==> config.mk <==
export PLATFORM = sky130hd
export DESIGN_NAME = hbus_port
export DESIGN_NICKNAME = d
export VERILOG_FILES = /design/src/rtl/hbus_pkg.sv /design/src/rtl/hbus_sync.sv /design/src/rtl/hbus_edge_cap.sv /design/src/rtl/hbus_busy.sv /design/src/rtl/hbus_port.sv
export SDC_FILE = /design/constraint.sdc
export NUM_CORES = 1
export LEC_CHECK = 0
export BUFFER_PORTS_ARGS = -buffer_cell sky130_fd_sc_hd__buf_2
export CAP_MARGIN = 20
export CORE_UTILIZATION = 44
export CTS_CLUSTER_SIZE = 25
export DETAILED_ROUTE_END_ITERATION = 10
export PLACE_DENSITY = 0.74
export RECOVER_POWER = 100
export SLEW_MARGIN = 20
export SYNTH_ARGS = -nofsm -noshare
export SYNTH_HDL_FRONTEND = slang
export SYNTH_HIERARCHICAL = 1
export SYNTH_SLANG_ARGS = --single-unit
==> constraint.sdc <==
create_clock -name clk -period 1.27 [get_ports clk]
set_clock_uncertainty 0.1 [all_clocks]
set_input_delay 0.0635 -clock clk [delete_from_list [all_inputs] [get_ports clk]]
set_output_delay 0.0635 -clock clk [all_outputs]
set_load 0.05 [all_outputs]
==> src/rtl/hbus_pkg.sv <==
package hbus_pkg;

    localparam int HB_DW    = 8;
    localparam int HB_CLS_W = 4;

    typedef enum logic {
        FMT_STROBE = 1'b0,
        FMT_ENABLE = 1'b1
    } bus_fmt_e;

    typedef struct packed {
        logic rd;
        logic wr;
    } pin_op_t;

    typedef struct packed {
        logic             is_cmd;
        logic [HB_DW-1:0] data;
    } host_byte_t;

    localparam int HB_BYTE_W = $bits(host_byte_t);

    // Turn the shared pin pair into a read/write decision for one bus style.
    function automatic pin_op_t decode_pins(bus_fmt_e fmt, logic cs_n, logic pa, logic pb);
        pin_op_t op;
        op = '0;
        if (!cs_n) begin
            if (fmt == FMT_STROBE) begin
                op.rd = !pa && pb;
                op.wr = pa && !pb;
            end else begin
                op.rd = pa && pb;
                op.wr = pa && !pb;
            end
        end
        return op;
    endfunction

    // Command byte belonging to the memory-transfer class.
    function automatic logic is_mem_cmd(host_byte_t b, logic [HB_CLS_W-1:0] cls);
        return b.is_cmd && (b.data[HB_DW-1 -: HB_CLS_W] == cls);
    endfunction

endpackage

==> src/rtl/hbus_sync.sv <==
module hbus_sync #(
    parameter int             W       = 1,
    parameter int             STAGES  = 2,
    parameter logic [W-1:0]   RST_VAL = '0
) (
    input  logic         clk,
    input  logic         rst,
    input  logic [W-1:0] d,
    output logic [W-1:0] q
);
    logic [STAGES-1:0][W-1:0] chain;

    always_ff @(posedge clk) begin
        if (rst) begin
            chain <= {STAGES{RST_VAL}};
        end else begin
            chain[0] <= d;
            for (int i = 1; i < STAGES; i++) begin
                chain[i] <= chain[i-1];
            end
        end
    end

    assign q = chain[STAGES-1];
endmodule

==> src/rtl/hbus_edge_cap.sv <==
module hbus_edge_cap
    import hbus_pkg::*;
(
    input  logic       clk,
    input  logic       rst,
    input  pin_op_t    op_s,
    input  host_byte_t byte_s,
    output logic       wr_stb,
    output host_byte_t wr_byte,
    output logic       rd_stb,
    output logic       rd_cmd
);
    pin_op_t    op_q;
    host_byte_t cap_q;
    logic       rd_sel_q;

    always_ff @(posedge clk) begin
        if (rst) begin
            op_q     <= '0;
            cap_q    <= '0;
            rd_sel_q <= 1'b0;
            wr_stb   <= 1'b0;
            rd_stb   <= 1'b0;
        end else begin
            op_q   <= op_s;
            wr_stb <= op_q.wr && !op_s.wr;
            rd_stb <= op_q.rd && !op_s.rd;
            if (op_s.wr) cap_q    <= byte_s;
            if (op_s.rd) rd_sel_q <= byte_s.is_cmd;
        end
    end

    assign wr_byte = cap_q;
    assign rd_cmd  = rd_sel_q;


    wr_single_chk: assert property (@(posedge clk) disable iff (rst)
        wr_stb |=> !wr_stb);


    wr_rd_excl_chk: assert property (@(posedge clk) disable iff (rst)
        !(wr_stb && rd_stb));


    rd_single_chk: assert property (@(posedge clk) disable iff (rst)
        rd_stb |=> !rd_stb);
endmodule

==> src/rtl/hbus_busy.sv <==
module hbus_busy
    import hbus_pkg::*;
#(
    parameter logic [HB_CLS_W-1:0] MEM_CLASS = 4'h4
) (
    input  logic       clk,
    input  logic       rst,
    input  logic       wr_stb,
    input  host_byte_t wr_byte,
    input  logic       slot_done,
    output logic       busy,
    output logic       overrun
);
    always_ff @(posedge clk) begin
        if (rst) begin
            busy    <= 1'b0;
            overrun <= 1'b0;
        end else begin
            overrun <= wr_stb && busy;
            if (wr_stb && is_mem_cmd(wr_byte, MEM_CLASS)) begin
                busy <= 1'b1;
            end else if (slot_done) begin
                busy <= 1'b0;
            end
        end
    end


    busy_rise_chk: assert property (@(posedge clk) disable iff (rst)
        $rose(busy) |-> $past(wr_stb) && $past(wr_byte.is_cmd));


    busy_fall_chk: assert property (@(posedge clk) disable iff (rst)
        $fell(busy) |-> $past(slot_done));


    overrun_src_chk: assert property (@(posedge clk) disable iff (rst)
        overrun |-> $past(wr_stb) && $past(busy));
endmodule

==> src/rtl/hbus_port.sv <==
module hbus_port
    import hbus_pkg::*;
#(
    parameter int                  SYNC_STAGES = 2,
    parameter logic [HB_CLS_W-1:0] MEM_CLASS   = 4'h4
) (
    input  logic             clk,
    input  logic             rst,
    input  logic             bus_fmt,
    input  logic             cs_n,
    input  logic             a0,
    input  logic             rd_e,
    input  logic             wr_rw,
    input  logic [HB_DW-1:0] d_in,
    output logic [HB_DW-1:0] d_out,
    output logic             d_oe,
    output logic             core_wr_stb,
    output logic             core_wr_cmd,
    output logic [HB_DW-1:0] core_wr_data,
    output logic             core_rd_stb,
    output logic             core_rd_cmd,
    input  logic [HB_DW-1:0] core_rd_data,
    input  logic             mem_slot_done,
    output logic             busy,
    output logic             overrun
);
    localparam int           CTRL_W   = 3;
    localparam logic [2:0]   CTRL_IDL = 3'b100;

    bus_fmt_e   fmt;
    pin_op_t    op_raw;
    pin_op_t    op_s;
    logic [CTRL_W-1:0] ctrl_s;
    host_byte_t byte_in;
    host_byte_t byte_s;
    host_byte_t wr_byte;

    assign fmt    = bus_fmt_e'(bus_fmt);
    assign op_raw = decode_pins(fmt, cs_n, rd_e, wr_rw);
    assign d_oe   = op_raw.rd;
    assign d_out  = op_raw.rd ? core_rd_data : '0;

    assign byte_in.is_cmd = a0;
    assign byte_in.data   = d_in;

    hbus_sync #(.W(CTRL_W), .STAGES(SYNC_STAGES), .RST_VAL(CTRL_IDL)) u_sync_ctrl (
        .clk (clk),
        .rst (rst),
        .d   ({cs_n, rd_e, wr_rw}),
        .q   (ctrl_s)
    );

    hbus_sync #(.W(HB_BYTE_W), .STAGES(SYNC_STAGES), .RST_VAL('0)) u_sync_byte (
        .clk (clk),
        .rst (rst),
        .d   (byte_in),
        .q   (byte_s)
    );

    assign op_s = decode_pins(fmt, ctrl_s[2], ctrl_s[1], ctrl_s[0]);

    hbus_edge_cap u_edge (
        .clk     (clk),
        .rst     (rst),
        .op_s    (op_s),
        .byte_s  (byte_s),
        .wr_stb  (core_wr_stb),
        .wr_byte (wr_byte),
        .rd_stb  (core_rd_stb),
        .rd_cmd  (core_rd_cmd)
    );

    assign core_wr_cmd  = wr_byte.is_cmd;
    assign core_wr_data = wr_byte.data;

    hbus_busy #(.MEM_CLASS(MEM_CLASS)) u_busy (
        .clk       (clk),
        .rst       (rst),
        .wr_stb    (core_wr_stb),
        .wr_byte   (wr_byte),
        .slot_done (mem_slot_done),
        .busy      (busy),
        .overrun   (overrun)
    );


    oe_cs_chk: assert property (@(posedge clk) disable iff (rst)
        d_oe |-> !cs_n);
endmodule

Word level (Yosys, flattened, before mapping)

Cells that the tools add are included.

Bits in registers: 40
Bits in latches: 0
Bits in writable memories: 0
ROM bits: 0
Memories kept: 0

Add/sub/neg operators: 0
$mul: 0
Divide/modulo/power cells: 0
Order comparisons: 0
Equal/unequal tests: 1
Shift operators: 0
Multiplexer cells: 7
Bitwise operators: 0
Reduce and logical (&&, ||, !) cells: 18

Operator list:

| kind                                                                   | number |
|---|---|
| 1-bit logical AND                                                      | 11 |
| 2-bit 2-to-1 mux                                                       | 4 |
| 8-bit 2-to-1 mux                                                       | 1 |
| 1-bit zero test                                                        | 6 |
| 4-bit by 3-bit equality test with 1-bit output (second input constant) | 1 |
| 1-bit 2-to-1 mux                                                       | 2 |
| 2-bit nonzero test                                                     | 1 |

Logic depth before layout (Yosys ltp)

Gate-level depths: netlist (run 1).

Depth after elaboration: 6
Gate-level depth with buffers: 5
Gate-level depth less buffers: 4

By module

The synthesis (run 1) kept the hierarchy.

Modules (own cells, without submodules):

| module                   | times used | cells an instance | area each (µm²) |
|---|---|---|---|
| hbus_sync at u_sync_byte | 1          | 46                | 556.8 |
| hbus_edge_cap            | 1          | 40                | 461.7 |
| hbus_sync at u_sync_ctrl | 1          | 15                | 180.2 |
| hbus_port                | 1          | 13                | 133.9 |
| hbus_busy                | 1          | 8                 | 81.3 |

Worst setup path before layout (run 1)

No wires, ideal clock.

Kind: input to output
Start point: input port bus_fmt
End point: output port d_out[0]
Arrival time: 1834 ps
Required time: 1107 ps
Setup slack: -728 ps
Stages: 2
Path buffers: 0
Cells stage by stage: xor2_2 nor4bb_1

Cells in the longest elaborated chain, start to end: 3

Ends and longest elaborated chain:

| element            | RTL line        | RTL |
|---|---|---|
| start: declaration | hbus_port.sv:9  | `input logic bus_fmt,` |
| 2-bit 2-to-1 mux   | hbus_pkg.sv:28  | `if (fmt == FMT_STROBE) begin` |
| 2-bit 2-to-1 mux   | hbus_pkg.sv:27  | `if (!cs_n) begin` |
| 8-bit 2-to-1 mux   | hbus_port.sv:41 | `assign d_out = op_raw.rd ? core_rd_data : '0;` |
| end: declaration   | hbus_port.sv:15 | `output logic [HB_DW-1:0] d_out,` |

No other way between the ends.

Worst setup path in the final report (run 1)

Start point: input port bus_fmt
End point: output port d_out[4]

Same word-level chain as after synthesis.

==> results of run 1 <==
[layer usage]
layer | vias up | GRT usage, % | share of wire [%] | wire [µm]
met5 | - | 0 | 0 | 0
met4 | 0 | 6.80 | 1.7 | 39
met3 | 5 | 4.18 | 5.5 | 123
met2 | 34 | 24.0 | 51 | 1140
met1 | 407 | 17.1 | 41 | 924
li1 | 499 | - | - | -
[registers in the layout (all words and copies together), names as in the netlist, 2 cells and up]
signal,flops
u_edge/wr_byte,9
u_sync_byte/chain,9
u_sync_byte/q,9
u_sync_ctrl/chain,3
u_sync_ctrl/q,3
u_edge/op_q,2
[final cells by class]
| class | instances | share of cell area, % |
|---|---|---|
| Clock inverter | 1 | 0.268 |
| Tap cell | 44 | 2.95 |
| Clock buffer | 6 | 2.21 |
| Sequential cell | 40 | 43.1 |
| Timing Repair Buffer | 61 | 21.0 |
| Multi-Input combinational cell | 67 | 30.4 |
[per-stage QoR]
stage	total power, mW	area, µm²	TNS, ps
3_3_place_gp	1.51	1670	0
6_report	2.07	1870	0
4_1_cts	2.09	1840	0
3_5_place_dp	1.52	1670	0
2_1_floorplan	1.46	1470	-1900
5_1_grt	2.19	1870	-84.4
[worst max-delay path by stage]
| stage | start | end | slack (ps) | cells past startpoint |
|---|---|---|---|---|
| 2_1_floorplan | bus_fmt | d_out[0] | -240 | 2 |
| 3_3_place_gp | bus_fmt | d_out[7] | 60 | 4 |
| 3_5_place_dp | bus_fmt | d_out[1] | 1 | 4 |
| 4_1_cts | bus_fmt | d_out[6] | 20 | 4 |
| 5_1_grt | u_sync_ctrl/q[1]$_SDFF_PP0_ | u_edge/rd_cmd$_SDFFE_PP0P_ | -30 | 4 |
| 6_report | bus_fmt | d_out[4] | 20 | 4 |
[cells by family after synthesis]
group | after synthesis
flops | 40
mux | 10
xor+xnor | 2
compound gates | 1
simple gates | 54
buf+inv | 15
[cells in the mapped netlist (2+ instances only)]
library cell | n | share of area [%]
nor2b_1 | 17 | 7.5
and2b_1 | 7 | 3.7
nor2_1 | 12 | 3.2
mux2i_1 | 10 | 7.1
nor4bb_1 | 7 | 5.0
nor3b_1 | 6 | 3.2
or2_1 | 2 | 0.88
buf_4 | 13 | 6.9
dfxtp_1 | 40 | 57
[worst max-delay path, stage by stage]
cell	delay, ps
buf_2	120
xor2_2	250
nor4bb_2	350
clkbuf_4	300
[power breakdown]
part / switching, mW / leakage [nW] / total [mW] / internal, mW
combinational: 0.108 / 0.462 / 0.217 / 0.109
clock: 0.344 / 0.0281 / 0.548 / 0.204
sequential: 0.0108 / 0.328 / 1.30 / 1.29
[timing repair]
item	CTS	global route
gates cloned	0	1
endpoints found under the hold margin	12	0
hold buffers	12	0
pin swaps	0	2
resized for setup	1	9
setup endpoints to repair	1	11
==> results.txt, run 1 <==
syn nets - 146
Leakage - 0.818 nW
total CTS buffers - 5
Final Cycle Share - 98.3%
gpl congestion - 0.768
Post-synth top flop - dfxtp_1
RSZ-0062 raised after global routing - yes
Starting Density - 46.3%
Multi-input gate area - 568 µm²
vias in the first global route - 880
synth warn - 6
hpwl dp - 1.54 mm
Tmin final - 1250 ps
DRT antenna net count - 0
nature of the critical path endpoint - output pin
Die W - 58.7 µm
Max Root-Sink Buffers - 2
Root Driver - clkbuf_4
FF-to-FF setup slack - 50 ps
Max Transition Viols Final - 0
Hold Fails Final Rpt - 0
Synth Area in Compound Gates - 0.708%
DRT iter0 DRCs - 6
hold path start - cs_n
final core occ - 61.1%
sequential share of the synthesized area - 56.6%
hold depth - 2
Post-CTS Setup Inserts - 0
I/O pins - 47
Final WS setup - 21.4 ps
fillers - 267
Syn Area/Cell - 11.6 µm²
most frequent cells in the layout - buf_2, dfxtp_1, nor2b_1, dlygate4sd3_1, nor2_1
Unique masters post-synth - 17
Residual DRC - 0
Layout area overhead - 31.9%
placed insts - 199
Async SR Flop Fraction - 0%
Setup-failing EPs final - 0
R2R Path End - u_edge/rd_cmd$_SDFFE_PP0P_
# rows - 20
Via density - 4.32
DR WL/cell - 10.2 µm
Cells after Synth - 122
post-synthesis sequential element count - 40
dpl ws - 1.26 ps
layout cells sized above 1 - 40.0%
ant diodes - 0
CTS tree - built
Clock transition at path regs - 100 ps
RR Startpoint - u_sync_ctrl/q[1]$_SDFF_PP0_
Seq. cell area - 805 µm²
first-pass GRT wire length - 3.71 mm
Detailed Route WL - 2.23 mm
largest net degree at the start of global routing - 22
die area - 0.00344 mm²
crit start category - input port
xor/xnor cell area share of the yosys netlist - 1.77%
maximum fanout along the worst path - 9
Sink Count - 40
initial antenna violation count - 0
Reg2Reg Depth - 4
Peak VDD IR - 0.557 mV
Clk Latency, worst-skew pair - 310 ps
Arr. time, crit path - 1090 ps
largest family of logic cells by synthesized area - simple AND/OR/NAND/NOR gates
Die Ht - 58.7 µm
commonest non-fill, non-tap cell in the layout - buf_2
Post-synth EDFFs - 0
CP required - 1110 ps
Relative slew margins - 61.9%
Crit Path Class - input port to output pin
GR Util All Layers - 14.4%
Congestion Overflow GR - 0
MaxCap Viol Count - 0
H-Tree Depth - 2
Hold Path Sink - u_sync_ctrl/chain[2]$_SDFF_PP1_
Min Hold Slack - 24.4 ps
1st-pass router iterations - 3
PortBufs - 46
top achievable clock speed - 0.801 GHz
multiplexer share of the synthesized area - 7.08%
outcome - finished clean
Simple-Gate Fraction of Synth Area - 25.8%
core area - 0.00305 mm²
Layout Nets - 199
Power Density - 1110 mW/mm²
Hold Path Class - input port to register
slew of the pin with the lowest slew margin - 571 ps
Non-Filler Instances - 219
Syn Std Cell Area - 0.00141 mm²
vias - 945
Synth Area in Adders - 0%
Note: power is estimated with default switching activity, not from simulation.
==> inputs of run 2 (changes only) <==
--- a/config.mk
+++ b/config.mk
@@ -11,7 +11,6 @@
 export CTS_CLUSTER_SIZE = 25
 export DETAILED_ROUTE_END_ITERATION = 10
 export PLACE_DENSITY = 0.74
-export RECOVER_POWER = 100
 export SLEW_MARGIN = 20
 export SYNTH_ARGS = -nofsm -noshare
 export SYNTH_HDL_FRONTEND = slang
==> results.txt, run 2 (synthesis gave the netlist of run 1 again) <==
outcome - finished clean
layout cells sized above 1 - 41.1% (+1.1 points)
maximum fanout along the worst path - 9 (unchanged)
Reg2Reg Depth - 4 (unchanged)
Hold Path Class - input port to register
I/O pins - 47 (unchanged)
top achievable clock speed - 0.801 GHz (about the same)
Non-Filler Instances - 219 (unchanged)
Area after DPL - 0.00167 mm² (unchanged)
dpl ws - 1.26 ps (unchanged)
Residual DRC - 0 (unchanged)
Leakage - 0.824 nW (+0.79%)
ant diodes - 0 (unchanged)
PortBufs - 46 (unchanged)
Max Transition Viols Final - 0 (unchanged)
Final Cycle Share - 98.3% (about the same)
Die W - 58.7 µm (unchanged)
DRT iter0 DRCs - 6 (unchanged)
Power Density - 1110 mW/mm² (about the same)
CP required - 1110 ps (about the same)
Hold Fails Final Rpt - 0 (unchanged)
vias - 945 (unchanged)
Via density - 4.32 (unchanged)
crit start category - input port
H-Tree Depth - 2 (unchanged)
Starting Density - 46.3% (unchanged)
gpl congestion - 0.768 (unchanged)
Layout area overhead - 32.1%
CTS tree - built
slew of the pin with the lowest slew margin - 571 ps (+0.0947 ps)
GR Util All Layers - 14.4% (unchanged)
Final WS setup - 22.0 ps (+0.605 ps)
Relative slew margins - 61.9% (about the same)
core area - 0.00305 mm² (unchanged)
hpwl dp - 1.54 mm (unchanged)
Setup-failing EPs final - 0 (unchanged)
placed insts - 199 (unchanged)
RSZ-0062 raised after global routing - yes
vias in the first global route - 880 (unchanged)
Layout Nets - 199 (unchanged)
hold depth - 2 (unchanged)
die area - 0.00344 mm² (unchanged)
initial antenna violation count - 0 (unchanged)
Root Driver - clkbuf_4
Detailed Route WL - 2.23 mm (unchanged)
total CTS buffers - 5 (unchanged)
Sink Count - 40 (unchanged)
Clk Latency, worst-skew pair - 310 ps (about the same)
Tmin final - 1250 ps (-0.605 ps)
Peak VDD IR - 0.557 mV (about the same)
Clock transition at path regs - 100 ps (about the same)
Arr. time, crit path - 1080 ps (about the same)
1st-pass router iterations - 3 (unchanged)
total power - 2.07 mW (about the same)
setup TNS - 0 ps (unchanged)
MaxCap Viol Count - 0 (unchanged)
first-pass GRT wire length - 3.71 mm (unchanged)
nature of the critical path endpoint - output pin
Final Cell Area - 0.00187 mm² (+0.13%)
most frequent cells in the layout - buf_2, dfxtp_1, nor2b_1, dlygate4sd3_1, nor2_1
Max Root-Sink Buffers - 2 (unchanged)
Die Ht - 58.7 µm (unchanged)
DRT antenna net count - 0 (unchanged)
largest net degree at the start of global routing - 22 (unchanged)
commonest non-fill, non-tap cell in the layout - buf_2
# rows - 20 (unchanged)
DR WL/cell - 10.2 µm (unchanged)
Congestion Overflow GR - 0 (unchanged)
final core occ - 61.2% (+0.082 points)
Min Hold Slack - 24.4 ps (-0.0409 ps)
Crit Path Class - input port to output pin
Post-CTS Setup Inserts - 0 (unchanged)
run 2: cell count changes in the layout (fill, tap and decap cells not counted):
cell and delta:
buf_2 +3, clkbuf_2 -1, clkbuf_1 -2
run 2: cell type report:
cell class | count | area (µm²)
well taps | 44 | 55.1
flip-flops and latches | 40 | 805
repair buffers | 61 | 394
multi-input cells | 67 | 568
clock inverters | 1 | 5.00
clock buffers | 6 | 41.3
fillers | 266 | 1180
run 2: critical path, stage by stage:
cell and delay, ps:
buf_2 120, xor2_2 250, nor4bb_2 350, clkbuf_4 300
run 2: path summary, 6_finish.rpt:
check	slack [ps]	to	start
min reg2reg	310	u_sync_ctrl/q[2]$_SDFF_PP1_	u_sync_ctrl/chain[2]$_SDFF_PP1_
max reg2reg	50	u_edge/rd_cmd$_SDFFE_PP0P_	u_sync_ctrl/q[1]$_SDFF_PP0_
min	20	u_sync_ctrl/chain[2]$_SDFF_PP1_	cs_n
max	20	d_out[4]	bus_fmt
run 2: routing by layer:
layer  routed length, µm  track usage (%)
met1                 924             17.1
met2                1140             24.0
met3                 123             4.18
met4                  39             6.80
met5                   0                0
run 2: what timing repair did:
item | 4_1_cts | 5_1_grt
resized for setup | 1 | 9
endpoints found under the setup margin | 1 | 11
gates cloned | 0 | 1
hold buffers | 12 | 0
hold endpoints to repair | 12 | 0
pin swaps | 0 | 2
run 2: report_power, final:
group | switching, mW | internal [mW] | leakage [nW]
Clock | 0.344 | 0.204 | 0.0281
Sequential | 0.0108 | 1.29 | 0.328
Combinational | 0.108 | 0.110 | 0.468
Total | 0.463 | 1.61 | 0.824
